$ cat src/rtl/shdec_pkg.sv
package shdec_pkg;

    localparam int FRAME_LEN   = 6;
    localparam int N_PORTS     = 2;
    localparam int MAX_ENGINES = FRAME_LEN * N_PORTS;
    localparam int HMAP_W      = 16;
    localparam int ENG_IDX_W   = $clog2(MAX_ENGINES);
    localparam int SLOT_W      = $clog2(FRAME_LEN);

    typedef logic [SLOT_W-1:0]    slot_t;
    typedef logic [ENG_IDX_W-1:0] eng_idx_t;
    typedef logic [HMAP_W-1:0]    hmap_t;

    // One transfer on a lookup port: request going in or result coming out
    typedef struct packed {
        logic     vld;
        eng_idx_t eng;
        hmap_t    word;
    } beat_t;

    // Shared lookup function: bit-reversal of the encoded word
    function automatic hmap_t decode_word(hmap_t enc);
        hmap_t r;
        for (int i = 0; i < HMAP_W; i++) begin
            r[i] = enc[HMAP_W-1-i];
        end
        return r;
    endfunction

    function automatic slot_t slot_of(int e);
        return slot_t'(e % FRAME_LEN);
    endfunction

    function automatic int port_of(int e);
        return e / FRAME_LEN;
    endfunction

endpackage

$ cat src/rtl/shdec_slot_timer.sv
module shdec_slot_timer
    import shdec_pkg::*;
(
    input  logic  clk,
    input  logic  rst,
    output slot_t slot_q
);

    localparam slot_t LAST_SLOT = slot_t'(FRAME_LEN - 1);

    always_ff @(posedge clk) begin
        if (rst) begin
            slot_q <= '0;
        end else if (slot_q == LAST_SLOT) begin
            slot_q <= '0;
        end else begin
            slot_q <= slot_q + slot_t'(1);
        end
    end

    // wrap from the last slot to zero
    a_r2_wrap: assert property (@(posedge clk) disable iff (rst)
        slot_q == LAST_SLOT |=> slot_q == '0);

    // step by one inside the frame
    a_r2_step: assert property (@(posedge clk) disable iff (rst)
        slot_q != LAST_SLOT |=> slot_q == $past(slot_q) + slot_t'(1));

endmodule

$ cat src/rtl/shdec_mailbox.sv
module shdec_mailbox
    import shdec_pkg::*;
(
    input  logic  clk,
    input  logic  rst,
    input  logic  post,
    input  hmap_t post_word,
    input  logic  take,
    output logic  pend_q,
    output hmap_t word_q
);

    logic accept;

    assign accept = post && (!pend_q || take);

    always_ff @(posedge clk) begin
        if (rst) begin
            pend_q <= 1'b0;
            word_q <= '0;
        end else if (accept) begin
            pend_q <= 1'b1;
            word_q <= post_word;
        end else if (take) begin
            pend_q <= 1'b0;
        end
    end

    // a pending word not taken stays pending and unchanged
    a_r4_hold: assert property (@(posedge clk) disable iff (rst)
        pend_q && !take |=> pend_q && $stable(word_q));

    // a post into a busy, non-issuing mailbox leaves the word alone
    a_r5_drop: assert property (@(posedge clk) disable iff (rst)
        pend_q && !take && post |=> word_q == $past(word_q));

    // refill on the issuing edge stays pending
    a_r8_refill: assert property (@(posedge clk) disable iff (rst)
        take && post |=> pend_q);

    // issue only ever drains a pending mailbox
    a_r4_take_pending: assert property (@(posedge clk) disable iff (rst)
        take |-> pend_q);

endmodule

$ cat src/rtl/shdec_lookup_pipe.sv
module shdec_lookup_pipe
    import shdec_pkg::*;
#(
    parameter int PIPE_DEPTH = 3
) (
    input  logic  clk,
    input  logic  rst,
    input  beat_t issue_i,
    output beat_t result_o
);

    beat_t stage_q [PIPE_DEPTH];
    beat_t first_beat;

    always_comb begin
        first_beat      = issue_i;
        first_beat.word = decode_word(issue_i.word);
    end

    always_ff @(posedge clk) begin
        if (rst) begin
            for (int st = 0; st < PIPE_DEPTH; st++) begin
                stage_q[st] <= '0;
            end
        end else begin
            stage_q[0] <= first_beat;
            for (int st = 1; st < PIPE_DEPTH; st++) begin
                stage_q[st] <= stage_q[st-1];
            end
        end
    end

    assign result_o = stage_q[PIPE_DEPTH-1];

    // the first stage captures every issue
    a_r6_capture: assert property (@(posedge clk) disable iff (rst)
        issue_i.vld |=> stage_q[0].vld && stage_q[0].eng == $past(issue_i.eng));

endmodule

$ cat src/rtl/shdec_result_router.sv
module shdec_result_router
    import shdec_pkg::*;
#(
    parameter int NUM_ENG = 12
) (
    input  logic               clk,
    input  logic               rst,
    input  beat_t              port_res [N_PORTS],
    output logic [NUM_ENG-1:0] rsp_valid_q,
    output hmap_t              rsp_word_q [NUM_ENG]
);

    always_ff @(posedge clk) begin
        if (rst) begin
            rsp_valid_q <= '0;
            for (int e = 0; e < NUM_ENG; e++) begin
                rsp_word_q[e] <= '0;
            end
        end else begin
            rsp_valid_q <= '0;
            for (int p = 0; p < N_PORTS; p++) begin
                if (port_res[p].vld && int'(port_res[p].eng) < NUM_ENG) begin
                    rsp_valid_q[port_res[p].eng] <= 1'b1;
                    rsp_word_q[port_res[p].eng]  <= port_res[p].word;
                end
            end
        end
    end

    // the two ports never carry the same engine at once
    a_r3_ports_distinct: assert property (@(posedge clk) disable iff (rst)
        port_res[0].vld && port_res[1].vld |-> port_res[0].eng != port_res[1].eng);

    generate
        for (genvar e = 0; e < NUM_ENG; e++) begin : g_pulse
            // a result is a one-cycle pulse
            a_r6_single_pulse: assert property (@(posedge clk) disable iff (rst)
                rsp_valid_q[e] |=> !rsp_valid_q[e]);
        end
    endgenerate

endmodule

$ cat src/rtl/shdec_slot_arbiter.sv
module shdec_slot_arbiter
    import shdec_pkg::*;
#(
    parameter int NUM_ENG    = 12,
    parameter int PIPE_DEPTH = 3
) (
    input  logic                      clk,
    input  logic                      rst,
    input  logic [NUM_ENG-1:0]        eng_en,
    input  logic [NUM_ENG-1:0]        req_valid,
    input  logic [NUM_ENG*HMAP_W-1:0] req_word,
    output logic [NUM_ENG-1:0]        req_pending,
    output logic [NUM_ENG-1:0]        rsp_valid,
    output logic [NUM_ENG*HMAP_W-1:0] rsp_word
);

    slot_t              slot_q;
    logic [NUM_ENG-1:0] pend;
    logic [NUM_ENG-1:0] take;
    hmap_t              mbox_word [NUM_ENG];
    hmap_t              out_word  [NUM_ENG];
    beat_t              port_issue [N_PORTS];
    beat_t              port_res   [N_PORTS];

    shdec_slot_timer u_timer (
        .clk    (clk),
        .rst    (rst),
        .slot_q (slot_q)
    );

    // Static slot ownership: each port picks the one engine owning this slot
    always_comb begin
        for (int p = 0; p < N_PORTS; p++) begin
            port_issue[p] = '0;
            for (int e = 0; e < NUM_ENG; e++) begin
                if (port_of(e) == p && slot_of(e) == slot_q && pend[e] && eng_en[e]) begin
                    port_issue[p].vld  = 1'b1;
                    port_issue[p].eng  = eng_idx_t'(e);
                    port_issue[p].word = mbox_word[e];
                end
            end
        end
    end

    generate
        for (genvar e = 0; e < NUM_ENG; e++) begin : g_eng
            localparam int PE = e / FRAME_LEN;

            assign take[e] = port_issue[PE].vld && (port_issue[PE].eng == eng_idx_t'(e));

            shdec_mailbox u_mbox (
                .clk       (clk),
                .rst       (rst),
                .post      (req_valid[e]),
                .post_word (req_word[e*HMAP_W +: HMAP_W]),
                .take      (take[e]),
                .pend_q    (pend[e]),
                .word_q    (mbox_word[e])
            );

            assign rsp_word[e*HMAP_W +: HMAP_W] = out_word[e];

            // a disabled engine never issues
            a_r7_disabled_idle: assert property (@(posedge clk) disable iff (rst)
                !eng_en[e] |-> !take[e]);
        end

        for (genvar p = 0; p < N_PORTS; p++) begin : g_port
            shdec_lookup_pipe #(
                .PIPE_DEPTH (PIPE_DEPTH)
            ) u_pipe (
                .clk      (clk),
                .rst      (rst),
                .issue_i  (port_issue[p]),
                .result_o (port_res[p])
            );
        end
    endgenerate

    shdec_result_router #(
        .NUM_ENG (NUM_ENG)
    ) u_router (
        .clk         (clk),
        .rst         (rst),
        .port_res    (port_res),
        .rsp_valid_q (rsp_valid),
        .rsp_word_q  (out_word)
    );

    assign req_pending = pend;

    // at most one issue per port per cycle
    a_r3_two_per_cycle: assert property (@(posedge clk) disable iff (rst)
        $countones(take) <= N_PORTS);

endmodule

$ cat config.mk
export PLATFORM = sky130hd
export DESIGN_NAME = shdec_slot_arbiter
export DESIGN_NICKNAME = d
export VERILOG_FILES = /design/src/rtl/shdec_pkg.sv /design/src/rtl/shdec_slot_timer.sv /design/src/rtl/shdec_mailbox.sv /design/src/rtl/shdec_lookup_pipe.sv /design/src/rtl/shdec_result_router.sv /design/src/rtl/shdec_slot_arbiter.sv
export SDC_FILE = /design/constraint.sdc
export NUM_CORES = 1
export LEC_CHECK = 0
export ABC_AREA = 0
export BUFFER_PORTS_ARGS = -buffer_cell sky130_fd_sc_hd__buf_2
export CAP_MARGIN = 20
export CORE_MARGIN = 2
export CORE_UTILIZATION = 40
export DETAILED_ROUTE_END_ITERATION = 12
export SYNTH_ARGS = -nofsm -noshare
export SYNTH_HDL_FRONTEND = slang
export SYNTH_HIERARCHICAL = 1
export SYNTH_SLANG_ARGS = --single-unit
$ cat constraint.sdc
create_clock -name clk -period 2.7 [get_ports clk]
set_input_delay 0.27 -clock clk [delete_from_list [all_inputs] [get_ports clk]]
set_output_delay 0.27 -clock clk [all_outputs]
set_load 0.01 [all_outputs]
==> key figures <==
Place
  • Final Wtd Congestion: 0.8858
  • DP Wirelength: 61160 um
  • DP Worst Slack: ~420 ps
  • Placement Cell Area: 26720 um^2
  • Port Buffers: 433

Die
  • Die H: 252.2 um
  • Core Rows: 90
  • IO Count: 434
  • Horiz. Die Dim: between 200 and 300 um
  • Core area: 60580 um^2
  • Initial Util: 40.67%
  • Die ar.: 63590 um^2

Global routing
  • Global Route Usage Sum: 27.50%
  • Initial antenna violation count: 2
  • First-pass GRT wire length: ~140000 um
  • Vias in the first global route: 21900
  • Largest net degree at the start of global routing: 153
  • GR Overflow Total: 0

Worst hold path
  • Worst Hold Launch: eng_en[3]
  • Worst hold path type: input pin to flip-flop
  • Hold path cells: 6
  • Hold Path End: g_eng[3].u_mbox/pend_q

Finish
  • Register area: between 10000 and 15000 um^2
  • Multi-input gate area: 12100 um^2
  • Layout net count: 3396
  • Layout cells sized above 1: 20.18%
  • Layout filler cell count: 5562
  • Area grow syn2layout: 24.90%
  • Final instance area: 30770 um^2

Clocking
  • Cts-stage hold buffer count: 207
  • Total CTS buffers: 58
  • CTS tree: done
  • # Post-CTS Setup Buffers: 0
  • Root buf cell: clkbuf_16
  • Worst-Skew Late Latency: 630 ps
  • Clock Sinks: 537
  • Clk buf depth: 3
  • Post-CTS Resized: 0
  • Max H-tree Level: 2
  • Worst-path clk slew: 60 ps

Route
  • Routed WL per cell: roughly 23 um
  • # DRC: 0
  • DR vias/cell: ~5.7
  • Via count: 22680
  • DRT antenna net count: 0
  • DR iter-0 viols: between 2000 and 2500
  • Post-Route WL: 91280 um
  • Pre-Repair DR Iteration Count: 8

Power and ir drop
  • P_int: 13.86 mW
  • Pwr Total: 18.14 mW
  • Sw frac: 23.60%
  • Leak pwr: 12.07 nW
  • Clk pwr share: 45.8%
  • Gate power share: under 10%
  • Switching Power: 4.281 mW
  • Power Density: 589.5 nW/um^2
  • Worst IR Drop VDD: 0.5062 mV
  • Seq pwr share: between 40 and 50%

Critical path
  • CP dominant cell by count: buf_4
  • Crit. End Element: flip-flop
  • CP max stage delay: slightly below 500 ps
  • Worst setup SP type: flip-flop
  • R2R cell count: 7
  • CP Class: flip-flop to flip-flop
  • Crit path max-delay cell type: nor3b_2
  • Reg2reg end: g_eng[2].u_mbox/word_q[6]
  • Flop2flop setup slack: 400 ps
  • Launch point of the worst path: u_timer/slot_q[1]
  • Reg-to-Reg Start: u_timer/slot_q[1]
  • Worst EP arrival: 2850 ps
  • WP data required: 3250 ps
  • Worst-path fanout max: 17
  • CP Cell Sequence: nor3b_2, buf_4, and2_1, inv_1, a21boi_2, buf_4, mux2i_1

Logic synthesis
  • Seq/Total Area, Yosys: 43.63%
  • Distinct cells, synth: 48
  • Post-synth EDFFs: 0
  • Post-Synthesis Cells: 2735
  • Post-synthesis register bit count: 537
  • Syn Nets: 2955
  • Cell area after synthesis: 24640 um^2
  • Synthesized area per cell: 9.008 um^2
  • Synth async-reset ratio: 0%
  • YS warnings: 6
  • Synth Flop Type: dfxtp_1

STA
  • Fmax: 0.4342 GHz
  • Final setup margin: 397.1 ps
  • Final setup viols: 0
  • Final period utilization: 85.29%
  • Hold slack: 204.5 ps
  • Final max-slew violation count: 0
  • Final TNS setup: 0 ps
  • Tmin final: 2303 ps
  • RSZ-0062 raised after global routing: false
  • Worst-Margin Slew: 995.1 ps
  • Hold Fails Final Rpt: 0
  • Clock Skews: 15.04 ps
  • Slew margin rel.: between 30 and 40%

Job
  • Max-cap violations: 0

Status
  • Outcome: finished clean
==> cell type report <==
class                   instances  area share, %
multi-input cells            1853          39.30
clock buffers                  81          5.391
repair buffers                708          15.91
flip-flops and latches        537          34.93
well taps                     782          3.180
clock inverters                24          1.049
diodes                          1       0.008132
inverters                      18         0.2196
==> sequential cells by signal, summed over array words and instances, names as in the netlist <==
name                   flops
g_eng.u_mbox/pend_q       12
g_eng.u_mbox/word_q      192
g_port.u_pipe/stage_q    126
u_router/rsp_valid_q      12
u_router/rsp_word_q      192
u_timer/slot_q             3
==> worst max-delay path: cells and delay by family, from the launching register on <==
kind                   cells  cell delay [ps]
muxes                      1              230
AOI/OAI and AO/OA          1              130
and+or+nand+nor            2              690
DFF                        1              480
buffers and inverters      3              680
==> routing by layer <==
metal	GRT usage, %	vias up	wire (um)
li1	-	10488	-
met1	36.08	10770	37890
met2	44.31	1221	41930
met3	5.747	199	8186
met4	10.62	2	3257
met5	0	-	15
==> cell families (layout without fill, tap and decap cells) <==
logic type	after synthesis	in the layout	share of synthesized area, %
buf+inv	345	831	7.404
flops	537	537	43.63
fa+ha+maj	2	2	0.1016
compound gates	509	509	14.29
other cells	1	2	0.01522
mux	192	192	7.801
simple gates	1149	1149	26.76
==> synthesized netlist by cell type, drive strengths merged, types with 2 or more instances <==
cell | instances | share of area (%)
inv | 18 | 0.27
or3 | 4 | 0.10
nand4 | 18 | 0.46
a21boi | 12 | 0.55
nor3 | 193 | 3.9
buf | 121 | 4.0
or3b | 3 | 0.11
and4bb | 14 | 0.71
nor4 | 6 | 0.15
a21o | 2 | 0.061
a221oi | 11 | 0.39
or2 | 24 | 0.61
a311oi | 192 | 6.9
o21ai | 207 | 4.2
and3 | 17 | 0.43
and4 | 16 | 0.57
nor4bb | 2 | 0.081
and2 | 10 | 0.25
nor2 | 38 | 0.58
o31ai | 11 | 0.34
ha | 2 | 0.10
nor2b | 128 | 3.3
dfxtp | 537 | 44
a22oi | 26 | 0.79
nand3b | 5 | 0.15
and4b | 32 | 1.3
clkbuf | 206 | 3.1
nand2 | 197 | 3.0
nor3b | 2 | 0.10
nand3 | 46 | 0.93
mux2i | 192 | 7.8
and3b | 2 | 0.071
o22ai | 16 | 0.41
a21oi | 30 | 0.62
nand2b | 392 | 10
==> stage by stage <==
stage | instances | util [%]
after floorplan | 2735 | -
after global placement | 3691 | 44.10
after detailed placement | 3691 | 44.10
after CTS | 4003 | 50.79
after global routing | 4004 | 50.80
final | 4004 | 50.80
==> power groups by stage <==
stage	clock network, mW	logic (mW)	registers, mW
finish	8.31	1.47	8.36
global route	8.77	1.58	8.37
CTS	8.46	1.44	8.35
detailed placement	0	1.21	8.52
global placement	0	1.17	8.52
floorplan	0	0.850	8.45
==> cells in the final DEF, fill, tap and decap left out, drive strengths merged, types with 2 or more instances in the layout <==
| master | netlist | final |
|---|---|---|
| dfxtp | 537 | 537 |
| buf | 121 | 501 |
| nand2b | 392 | 392 |
| dlygate4sd3 | 0 | 207 |
| o21ai | 207 | 207 |
| nand2 | 197 | 197 |
| nor3 | 193 | 193 |
| mux2i | 192 | 192 |
| a311oi | 192 | 192 |
| nor2b | 128 | 128 |
| clkbuf | 206 | 81 |
| nand3 | 46 | 46 |
| nor2 | 38 | 38 |
| and4b | 32 | 32 |
| a21oi | 30 | 30 |
| a22oi | 26 | 26 |
| or2 | 24 | 24 |
| inv | 18 | 20 |
| nand4 | 18 | 18 |
| and3 | 17 | 17 |
| o22ai | 16 | 16 |
| and4 | 16 | 16 |
| and4bb | 14 | 14 |
| clkinv | 0 | 13 |
| a21boi | 12 | 12 |
| a221oi | 11 | 11 |
| o31ai | 11 | 11 |
| and2 | 10 | 10 |
| bufinv | 0 | 7 |
| nor4 | 6 | 6 |
| nand3b | 5 | 5 |
| or3 | 4 | 4 |
| or3b | 3 | 3 |
| and3b | 2 | 2 |
| nor3b | 2 | 2 |
| a21o | 2 | 2 |
| clkinvlp | 0 | 2 |
| nor4bb | 2 | 2 |
| ha | 2 | 2 |
==> worst max path at each step <==
stage	end	slack (ps)	cells past startpoint
3_5_place_dp	g_eng[11].u_mbox/word_q[7]	420	7
2_1_floorplan	g_eng[11].u_mbox/word_q[10]	800	9
6_report	g_eng[2].u_mbox/word_q[6]	400	7
3_3_place_gp	g_eng[2].u_mbox/word_q[8]	550	7
5_1_grt	g_eng[2].u_mbox/word_q[1]	210	7
4_1_cts	g_eng[11].u_mbox/word_q[7]	390	7
No activity file was read; power rests on OpenSTA's default activity.
